<file path="src/rtl/eectl_pkg.sv">
package eectl_pkg;

    // Host register offsets
    localparam int unsigned OFS_CTRL  = 0;
    localparam int unsigned OFS_ADDR  = 1;
    localparam int unsigned OFS_DATA  = 2;
    localparam int unsigned OFS_BASE  = 3;
    localparam int unsigned OFS_START = 4;

    // Control register bit positions
    localparam int unsigned CTRL_WR_BIT = 0;
    localparam int unsigned CTRL_RD_BIT = 1;

    typedef enum logic [1:0] {
        SQ_IDLE   = 2'd0,
        SQ_SINGLE = 2'd1,
        SQ_BURST  = 2'd2
    } seq_state_e;

endpackage

</file>
<file path="src/rtl/eectl_hostregs.sv">
module eectl_hostregs
    import eectl_pkg::*;
#(
    parameter int unsigned HW  = 32,
    parameter int unsigned RAW = 3,
    parameter int unsigned EAW = 16,
    parameter int unsigned BW  = 9
) (
    input  logic           clk,
    input  logic           rst_n,
    input  logic           wr_en,
    input  logic [RAW-1:0] addr,
    input  logic [HW-1:0]  wdata,
    input  logic           rd_done,
    input  logic           wr_done,
    input  logic           burst_done,
    input  logic           cap_en,
    input  logic [7:0]     cap_byte,
    output logic [HW-1:0]  rdata,
    output logic           rd_req,
    output logic           wr_req,
    output logic           burst_req,
    output logic [EAW-1:0] ee_addr_reg,
    output logic [7:0]     data_byte,
    output logic [BW-1:0]  base_reg
);

    typedef struct packed {
        logic           rd;
        logic           wr;
        logic           go;
        logic [EAW-1:0] adr;
        logic [7:0]     dat;
        logic [BW-1:0]  base;
    } regs_t;

    regs_t q, d;

    logic unused_hi;
    assign unused_hi = ^wdata[HW-1:EAW];

    always_comb begin
        d = q;
        if (wr_en) begin
            case (addr)
                RAW'(OFS_CTRL): begin
                    d.rd = q.rd | wdata[CTRL_RD_BIT];
                    d.wr = q.wr | wdata[CTRL_WR_BIT];
                end
                RAW'(OFS_ADDR):  d.adr  = wdata[EAW-1:0];
                RAW'(OFS_DATA):  d.dat  = wdata[7:0];
                RAW'(OFS_BASE):  d.base = wdata[BW-1:0];
                RAW'(OFS_START): d.go   = q.go | wdata[0];
                default: ;
            endcase
        end
        // completion clears the request bit, even one re-set in the same cycle
        if (rd_done)    d.rd = 1'b0;
        if (wr_done)    d.wr = 1'b0;
        if (burst_done) d.go = 1'b0;
        // a returning read byte takes precedence over a host data write
        if (cap_en)     d.dat = cap_byte;
    end

    always_ff @(posedge clk or negedge rst_n) begin
        if (!rst_n) q <= '0;
        else        q <= d;
    end

    always_comb begin
        rdata = '0;
        case (addr)
            RAW'(OFS_CTRL): begin
                rdata[CTRL_RD_BIT] = q.rd;
                rdata[CTRL_WR_BIT] = q.wr;
            end
            RAW'(OFS_ADDR):  rdata[EAW-1:0] = q.adr;
            RAW'(OFS_DATA):  rdata[7:0]     = q.dat;
            RAW'(OFS_BASE):  rdata[BW-1:0]  = q.base;
            RAW'(OFS_START): rdata[0]       = q.go;
            default: ;
        endcase
    end

    assign rd_req      = q.rd;
    assign wr_req      = q.wr;
    assign burst_req   = q.go;
    assign ee_addr_reg = q.adr;
    assign data_byte   = q.dat;
    assign base_reg    = q.base;

    AST_RD_SELF_CLEAR: assert property (@(posedge clk) disable iff (!rst_n)
        $fell(q.rd) |-> $past(rd_done));
    AST_WR_SELF_CLEAR: assert property (@(posedge clk) disable iff (!rst_n)
        $fell(q.wr) |-> $past(wr_done));
    AST_GO_SELF_CLEAR: assert property (@(posedge clk) disable iff (!rst_n)
        $fell(q.go) |-> $past(burst_done));
    AST_CAPTURE_WINS: assert property (@(posedge clk) disable iff (!rst_n)
        cap_en |=> data_byte == $past(cap_byte));

endmodule

</file>
<file path="src/rtl/eectl_cursor.sv">
module eectl_cursor #(
    parameter int unsigned EAW = 16
) (
    input  logic           clk,
    input  logic           rst_n,
    input  logic           touch,
    input  logic [EAW-1:0] touch_addr,
    output logic [EAW-1:0] origin
);

    typedef struct packed {
        logic [EAW-1:0] last;
        logic           seen;
    } cur_t;

    cur_t q, d;

    always_comb begin
        d = q;
        if (touch) begin
            d.last = touch_addr;
            d.seen = 1'b1;
        end
    end

    always_ff @(posedge clk or negedge rst_n) begin
        if (!rst_n) q <= '0;
        else        q <= d;
    end

    assign origin = q.seen ? q.last + 1'b1 : '0;

    AST_ORIGIN_NEXT: assert property (@(posedge clk) disable iff (!rst_n)
        touch |=> origin == $past(touch_addr) + 1'b1);

endmodule

</file>
<file path="src/rtl/eectl_seq.sv">
module eectl_seq
    import eectl_pkg::*;
#(
    parameter int unsigned EAW = 16,
    parameter int unsigned MAW = 24,
    parameter int unsigned BW  = 9,
    parameter int unsigned WB  = 4,
    parameter int unsigned HB  = 2
) (
    input  logic           clk,
    input  logic           rst_n,
    input  logic           rd_req,
    input  logic           wr_req,
    input  logic           burst_req,
    input  logic [EAW-1:0] reg_addr,
    input  logic [7:0]     reg_byte,
    input  logic [BW-1:0]  base,
    input  logic [EAW-1:0] origin,
    input  logic           ee_ack,
    input  logic [7:0]     ee_rdata,
    output logic           ee_req,
    output logic           ee_we,
    output logic [EAW-1:0] ee_addr,
    output logic [7:0]     ee_wdata,
    output logic           mem_we,
    output logic [MAW-1:0] mem_addr,
    output logic [8*WB-1:0] mem_wdata,
    output logic           rd_done,
    output logic           wr_done,
    output logic           burst_done,
    output logic           cap_en,
    output logic [7:0]     cap_byte,
    output logic           touch,
    output logic [EAW-1:0] touch_addr
);

    localparam int unsigned LOW_W  = MAW - BW;
    localparam int unsigned WORD_W = 8 * WB;
    localparam int unsigned REC_B  = HB + WB;
    localparam int unsigned IDX_W  = $clog2(REC_B + 1);

    typedef struct packed {
        seq_state_e     st;
        logic           req;
        logic           we;
        logic [EAW-1:0] addr;
        logic [7:0]     wdata;
        logic [EAW-1:0] ptr;
        logic [IDX_W-1:0] idx;
        logic [EAW-1:0] rec;
        logic [WORD_W-1:0] word;
        logic           mem_we;
        logic [MAW-1:0] mem_addr;
        logic [WORD_W-1:0] mem_wdata;
    } seq_t;

    seq_t q, d;
    logic [EAW-1:0]    nxt_rec;
    logic [WORD_W-1:0] nxt_word;

    always_comb begin
        d          = q;
        d.mem_we   = 1'b0;
        rd_done    = 1'b0;
        wr_done    = 1'b0;
        burst_done = 1'b0;
        cap_en     = 1'b0;
        touch      = 1'b0;
        nxt_rec    = {q.rec[EAW-9:0], ee_rdata};
        nxt_word   = {q.word[WORD_W-9:0], ee_rdata};
        unique case (q.st)
            SQ_IDLE: begin
                if (rd_req) begin
                    d.st   = SQ_SINGLE;
                    d.req  = 1'b1;
                    d.we   = 1'b0;
                    d.addr = reg_addr;
                end else if (wr_req) begin
                    d.st    = SQ_SINGLE;
                    d.req   = 1'b1;
                    d.we    = 1'b1;
                    d.addr  = reg_addr;
                    d.wdata = reg_byte;
                end else if (burst_req) begin
                    d.st  = SQ_BURST;
                    d.req = 1'b0;
                    d.we  = 1'b0;
                    d.ptr = origin;
                    d.idx = '0;
                end
            end
            SQ_SINGLE: begin
                if (q.req && ee_ack) begin
                    d.req = 1'b0;
                    d.st  = SQ_IDLE;
                    touch = 1'b1;
                    if (q.we) begin
                        wr_done = 1'b1;
                    end else begin
                        rd_done = 1'b1;
                        cap_en  = 1'b1;
                    end
                end
            end
            SQ_BURST: begin
                if (!q.req) begin
                    d.req  = 1'b1;
                    d.we   = 1'b0;
                    d.addr = q.ptr;
                end else if (ee_ack) begin
                    touch = 1'b1;
                    d.req = 1'b0;
                    d.ptr = q.ptr + 1'b1;
                    if (q.idx < IDX_W'(HB)) d.rec  = nxt_rec;
                    else                    d.word = nxt_word;
                    if ((q.idx == IDX_W'(HB - 1)) && (&nxt_rec)) begin
                        d.st       = SQ_IDLE;
                        d.idx      = '0;
                        burst_done = 1'b1;
                    end else if (q.idx == IDX_W'(REC_B - 1)) begin
                        d.idx       = '0;
                        d.mem_we    = 1'b1;
                        d.mem_addr  = {base, q.rec[LOW_W-1:0]};
                        d.mem_wdata = nxt_word;
                    end else begin
                        d.idx = q.idx + 1'b1;
                    end
                end
            end
            default: begin
                d.st  = SQ_IDLE;
                d.req = 1'b0;
            end
        endcase
    end

    always_ff @(posedge clk or negedge rst_n) begin
        if (!rst_n) q <= '0;
        else        q <= d;
    end

    assign ee_req     = q.req;
    assign ee_we      = q.we;
    assign ee_addr    = q.addr;
    assign ee_wdata   = q.wdata;
    assign mem_we     = q.mem_we;
    assign mem_addr   = q.mem_addr;
    assign mem_wdata  = q.mem_wdata;
    assign cap_byte   = ee_rdata;
    assign touch_addr = q.addr;

    AST_REQ_HOLD: assert property (@(posedge clk) disable iff (!rst_n)
        (ee_req && !ee_ack) |=> ee_req && $stable(ee_addr) && $stable(ee_we) && $stable(ee_wdata));
    AST_REQ_DROP: assert property (@(posedge clk) disable iff (!rst_n)
        (ee_req && ee_ack) |=> !ee_req);
    AST_MEM_BASE: assert property (@(posedge clk) disable iff (!rst_n)
        mem_we |-> mem_addr[MAW-1:LOW_W] == $past(base));
    AST_SINGLE_NO_MEM: assert property (@(posedge clk) disable iff (!rst_n)
        (q.st == SQ_SINGLE) |-> !mem_we);

endmodule

</file>
<file path="src/rtl/eeprom_xfer_ctl.sv">
module eeprom_xfer_ctl #(
    parameter int unsigned HOST_W     = 32,
    parameter int unsigned REG_AW     = 3,
    parameter int unsigned EE_AW      = 16,
    parameter int unsigned MEM_AW     = 24,
    parameter int unsigned BASE_W     = 9,
    parameter int unsigned WORD_BYTES = 4,
    parameter int unsigned HDR_BYTES  = 2
) (
    input  logic                    clk,
    input  logic                    rst_n,
    input  logic                    reg_wr,
    input  logic [REG_AW-1:0]       reg_addr,
    input  logic [HOST_W-1:0]       reg_wdata,
    output logic [HOST_W-1:0]       reg_rdata,
    output logic                    ee_req,
    output logic                    ee_we,
    output logic [EE_AW-1:0]        ee_addr,
    output logic [7:0]              ee_wdata,
    input  logic                    ee_ack,
    input  logic [7:0]              ee_rdata,
    output logic                    mem_we,
    output logic [MEM_AW-1:0]       mem_addr,
    output logic [8*WORD_BYTES-1:0] mem_wdata
);

    logic             rd_req, wr_req, burst_req;
    logic             rd_done, wr_done, burst_done;
    logic             cap_en, touch;
    logic [7:0]       cap_byte, data_byte;
    logic [EE_AW-1:0] addr_reg, origin, touch_addr;
    logic [BASE_W-1:0] base_reg;

    eectl_hostregs #(
        .HW (HOST_W),
        .RAW(REG_AW),
        .EAW(EE_AW),
        .BW (BASE_W)
    ) u_regs (
        .clk        (clk),
        .rst_n      (rst_n),
        .wr_en      (reg_wr),
        .addr       (reg_addr),
        .wdata      (reg_wdata),
        .rd_done    (rd_done),
        .wr_done    (wr_done),
        .burst_done (burst_done),
        .cap_en     (cap_en),
        .cap_byte   (cap_byte),
        .rdata      (reg_rdata),
        .rd_req     (rd_req),
        .wr_req     (wr_req),
        .burst_req  (burst_req),
        .ee_addr_reg(addr_reg),
        .data_byte  (data_byte),
        .base_reg   (base_reg)
    );

    eectl_cursor #(
        .EAW(EE_AW)
    ) u_cursor (
        .clk       (clk),
        .rst_n     (rst_n),
        .touch     (touch),
        .touch_addr(touch_addr),
        .origin    (origin)
    );

    eectl_seq #(
        .EAW(EE_AW),
        .MAW(MEM_AW),
        .BW (BASE_W),
        .WB (WORD_BYTES),
        .HB (HDR_BYTES)
    ) u_seq (
        .clk       (clk),
        .rst_n     (rst_n),
        .rd_req    (rd_req),
        .wr_req    (wr_req),
        .burst_req (burst_req),
        .reg_addr  (addr_reg),
        .reg_byte  (data_byte),
        .base      (base_reg),
        .origin    (origin),
        .ee_ack    (ee_ack),
        .ee_rdata  (ee_rdata),
        .ee_req    (ee_req),
        .ee_we     (ee_we),
        .ee_addr   (ee_addr),
        .ee_wdata  (ee_wdata),
        .mem_we    (mem_we),
        .mem_addr  (mem_addr),
        .mem_wdata (mem_wdata),
        .rd_done   (rd_done),
        .wr_done   (wr_done),
        .burst_done(burst_done),
        .cap_en    (cap_en),
        .cap_byte  (cap_byte),
        .touch     (touch),
        .touch_addr(touch_addr)
    );

    AST_DATA_UPPER_ZERO: assert property (@(posedge clk) disable iff (!rst_n)
        (reg_addr == REG_AW'(2)) |-> reg_rdata[HOST_W-1:8] == '0);

endmodule

</file>
<file path="config.mk">
export PLATFORM = sky130hd
export DESIGN_NAME = eeprom_xfer_ctl
export DESIGN_NICKNAME = d
export VERILOG_FILES = /design/src/rtl/eectl_pkg.sv /design/src/rtl/eectl_hostregs.sv /design/src/rtl/eectl_cursor.sv /design/src/rtl/eectl_seq.sv /design/src/rtl/eeprom_xfer_ctl.sv
export SDC_FILE = /design/constraint.sdc
export NUM_CORES = 1
export LEC_CHECK = 0
export BUFFER_PORTS_ARGS = -buffer_cell sky130_fd_sc_hd__buf_2
export CAP_MARGIN = 20
export CORE_MARGIN = 2
export CORE_UTILIZATION = 51
export DETAILED_ROUTE_END_ITERATION = 8
export PLACE_DENSITY = 0.76
export SLEW_MARGIN = 10
export SYNTH_ARGS = -nofsm -noshare
export SYNTH_HDL_FRONTEND = slang
export SYNTH_SLANG_ARGS = --single-unit
</file>
<file path="constraint.sdc">
create_clock -name clk -period 1.7 [get_ports clk]
set_input_delay 0.085 -clock clk [delete_from_list [all_inputs] [get_ports clk]]
set_output_delay 0.085 -clock clk [all_outputs]
set_load 0.005 [all_outputs]
</file>
==> impl_metrics.sql <==
INSERT INTO impl_metrics (metric_group, metric, value, unit) VALUES
('detailed_routing', 'drt_iter0_markers', '881', ''),
('grt', 'globalRouteTotalUtil', '26.88', '%'),
('cells_and_area', 'post-route-cell-area', '12750', 'um^2'),
('cells_and_area', 'multi_input_comb_area', '4551', 'um^2'),
('clock_tree', 'clkLatencyLatePin', '0.44', 'ns'),
('sta', 'slew_headroom', '65.89', '%'),
('worst_setup_path', 'path_buf_inv', '3', ''),
('sta', 'finClkSkew', '0.01042', 'ns'),
('outcome', 'violations', 'DRC, setup timing', ''),
('worst_setup_path', 'arrival', '2.40', 'ns'),
('detailed_routing', 'drtPass1Iterations', '9', ''),
('die', 'die_area', '19610', 'um^2'),
('hold_path', 'hp-class', 'in2reg', ''),
('sta', 'final.setup.tns', '-29.84', 'ns'),
('worst_setup_path', 'worstReg2RegStart', 'u_seq.q[151]', ''),
('sta', 'final_max_slew_viol_count', '0', ''),
('pwr', 'power.ir.vdd_worst', '1.046', 'mV'),
('synth', 'dominantRegCellSynth', 'sky130_fd_sc_hd__dfrtp_1', ''),
('placement', 'place_area', '10340', 'um^2'),
('synth', 'synth-edff-count', '0', ''),
('sta', 'worst_pin_slew', '0.5093', 'ns'),
('sta', 'report.final.setup_viol', '170', ''),
('sta', 'grt_setup_unrepaired', 'true', ''),
('worst_setup_path', 'timing.critical_path.required', '2.05', 'ns'),
('worst_setup_path', 'worst-r2r-cell-count', '8', ''),
('clock_tree', 'cts_tree', 'built', ''),
('cells_and_area', 'signed_area_change_from_the_synthesized_netlist_to_the_final_layout', '35.11', '%'),
('hold_path', 'hold_start', 'ee_rdata[7]', ''),
('placement', 'cell_total_after_placement', '1118', ''),
('clock_tree', 'cts-buffers-inserted', '17', ''),
('detailed_routing', 'routed_wirelength', '31.24', 'mm'),
('synth', 'synthesis.instances', '795', ''),
('worst_setup_path', 'path_delay_family', 'simple AND/OR/NAND/NOR gates', ''),
('worst_setup_path', 'critPathLaunchType', 'flop', ''),
('sta', 'min_period_over_period', '120.7', '%'),
('cells_and_area', 'regArea', '4910', 'um^2'),
('sta', 'final_critical_path_setup_slack', '-0.3523', 'ns'),
('outcome', 'outcome', 'finished with violations', ''),
('cells_and_area', 'post-route-util', '70.50', '%'),
('sta', 'hold_viol', '0', ''),
('die', 'floorplan.initialDensity', '52.18', '%'),
('synth', 'ys_seq_elements', '196', ''),
('worst_setup_path', 'cp_max_fo', '3', ''),
('worst_setup_path', 'slowest_delay', '0.46', 'ns'),
('synth', 'async_s_r_ff_share_synth', '100.0', '%'),
('placement', 'post-dp-hpwl', '15.83', 'mm'),
('detailed_routing', 'detail_route.wl_per_cell', '25.53', 'um'),
('cells_and_area', 'layout-drive-gt1-share', '56.18', '%'),
('worst_setup_path', 'setup.worst_path.end_class', 'flop', ''),
('clock_tree', 'cts.path.max_buffers', '2', ''),
('die', 'die_width', '140.0', 'um'),
('cells_and_area', 'final_nets', '1034', ''),
('synth', 'synth.yosys.warnings', '0', ''),
('grt', 'first_pass_grt_wire_length', '41.10', 'mm'),
('worst_setup_path', 'timing.critical_path.cells', 'inv_2 -> ha_4 -> and4bb_2 -> o2bb2ai_1 -> buf_4 -> buf_12 -> or4_4 -> o211ai_1', ''),
('detailed_routing', 'drc', '7', ''),
('detailed_routing', 'routed_via_density', '6.317', ''),
('sta', 'post-route-min-period', '2.052', 'ns'),
('synth', 'synthDominantAreaCellType', 'sky130_fd_sc_hd__dfrtp_1', ''),
('cells_and_area', 'antenna_cells', '0', ''),
('die', 'die-height', '140.0', 'um'),
('worst_setup_path', 'path_class', 'reg2reg', ''),
('sta', 'highest_clock_rate', '487.3', 'MHz'),
('flow_run', 'maxCapViolations', '0', ''),
('clock_tree', 'cts_sinks', '196', ''),
('cells_and_area', 'fillerInstances', '1011', ''),
('die', 'core_region_area', '18090', 'um^2'),
('cells_and_area', 'finish.cell_count_without_fillers', '1224', ''),
('grt', 'grt.overflow.total', '0', ''),
('placement', 'place.port_buffers', '129', ''),
('worst_setup_path', 'cp_slowest_cell', 'sky130_fd_sc_hd__dfrtp_1', '');
[through the flow]
stage / hold slack, ns / total power, mW / setup WS, ns
2_1_floorplan: -0.2106 / 10.21 / -0.06125
3_3_place_gp: 0.05367 / 12.18 / -0.2035
3_5_place_dp: 0.05564 / 12.39 / -0.2443
4_1_cts: 0.01880 / 18.32 / -0.1324
5_1_grt: 0.03362 / 21.52 / -0.3591
6_report: 0.04491 / 20.95 / -0.3523
[power by group]
| part | switching, mW | leakage, nW | internal (mW) |
|---|---|---|---|
| combinational | 4.65 | 3.34 | 4.76 |
| clock | 2.04 | 0.293 | 2.11 |
| sequential | 1.54 | 2.53 | 5.86 |
| total | 8.22 | 6.17 | 12.7 |
[kinds of logic after synthesis]
| logic type | share of synthesized area [%] |
|---|---|
| buffers and inverters | 9.996 |
| AO/OA/AOI/OAI | 7.915 |
| AND/OR/NAND/NOR | 8.299 |
| XOR/XNOR | 1.299 |
| multiplexers | 19.82 |
| adder cells (fa/ha/maj) | 0.6629 |
| other | 0.03973 |
| flip-flops | 51.97 |
[cells in the mapped netlist, drive strengths merged (2+ instances only)]
| master | instances |
|---|---|
| a31oi | 6 |
| and3 | 4 |
| ha | 5 |
| mux2i | 11 |
| xor2 | 11 |
| a32oi | 2 |
| nand4 | 10 |
| or3b | 2 |
| nand2b | 4 |
| nor4 | 5 |
| and4bb | 2 |
| nand2 | 21 |
| nor3 | 10 |
| and2 | 12 |
| buf | 123 |
| dfrtp | 196 |
| a22oi | 23 |
| nor2 | 57 |
| nand3 | 19 |
| o22ai | 3 |
| clkbuf | 9 |
| inv | 9 |
| o21ai | 28 |
| mux2 | 151 |
| a21oi | 39 |
| o211ai | 2 |
| nor2b | 5 |
| xnor2 | 3 |
| o311ai | 5 |
[layer usage]
| metal | track usage [%] | wire [um] |
|---|---|---|
| met1 | 34.43 | 11800 |
| met2 | 43.53 | 14750 |
| met3 | 6.940 | 2852 |
| met4 | 11.80 | 1832 |
| met5 | 0 | 0 |
[area by class of cell]
cell class / instances / area share, %
Tap cell: 229 / 2.247
Timing Repair Buffer: 285 / 18.58
Multi-Input combinational cell: 473 / 35.69
Clock inverter: 15 / 1.384
Sequential cell: 196 / 38.50
Clock buffer: 17 / 3.336
Inverter: 9 / 0.2649
[placed cells by master (no fill, tap or decap), types with 7 or more instances in the layout]
| master | Yosys | routed |
|---|---|---|
| sky130_fd_sc_hd__buf_12 | 0 | 17 |
| sky130_fd_sc_hd__nor2_1 | 57 | 39 |
| sky130_fd_sc_hd__o21ai_2 | 1 | 10 |
| sky130_fd_sc_hd__dfrtp_1 | 196 | 192 |
| sky130_fd_sc_hd__buf_2 | 19 | 127 |
| sky130_fd_sc_hd__buf_4 | 102 | 80 |
| sky130_fd_sc_hd__o21ai_1 | 1 | 8 |
| sky130_fd_sc_hd__a21oi_1 | 39 | 17 |
| sky130_fd_sc_hd__nand2_1 | 21 | 16 |
| sky130_fd_sc_hd__dlygate4sd3_1 | 0 | 19 |
| sky130_fd_sc_hd__mux2_2 | 140 | 53 |
| sky130_fd_sc_hd__clkbuf_16 | 0 | 21 |
| sky130_fd_sc_hd__and2_1 | 12 | 11 |
| sky130_fd_sc_hd__xor2_1 | 11 | 11 |
| sky130_fd_sc_hd__mux2i_1 | 11 | 11 |
| sky130_fd_sc_hd__conb_1 | 1 | 16 |
| sky130_fd_sc_hd__nor2_2 | 0 | 12 |
| sky130_fd_sc_hd__o21ai_4 | 0 | 8 |
| sky130_fd_sc_hd__mux2_4 | 10 | 98 |
| sky130_fd_sc_hd__a22oi_2 | 0 | 11 |
| sky130_fd_sc_hd__a21oi_2 | 0 | 17 |
| sky130_fd_sc_hd__nand3_1 | 18 | 17 |
| sky130_fd_sc_hd__nand4_1 | 10 | 10 |
| sky130_fd_sc_hd__buf_6 | 1 | 28 |
| sky130_fd_sc_hd__a22oi_1 | 23 | 12 |
| sky130_fd_sc_hd__inv_1 | 9 | 7 |
[what timing repair did]
action	CTS	global route
cloned	5	8
endpoints found under the setup margin	139	166
setup buffers	23	28
resized for setup	94	207
hold buffers	19	0
pin swaps	19	32
hold endpoints to repair	225	0
[how the worst max path moves through the flow]
| stage | start | end | slack, ns | depth (start not counted) |
|---|---|---|---|---|
| final | u_seq.q[151] | u_seq.q[123] | -0.35 | 8 |
| after global routing | u_seq.q[151] | u_seq.q[123] | -0.36 | 8 |
| after CTS | u_seq.q[150] | u_seq.mem_wdata[21] | -0.13 | 8 |
| after detailed placement | u_seq.q[151] | u_seq.q[123] | -0.24 | 8 |
| after global placement | u_seq.q[150] | u_seq.q[117] | -0.20 | 9 |
| after floorplan | u_seq.q[150] | u_seq.nxt_rec[13] | -0.06 | 7 |
No activity file was read; power rests on OpenSTA's default activity.
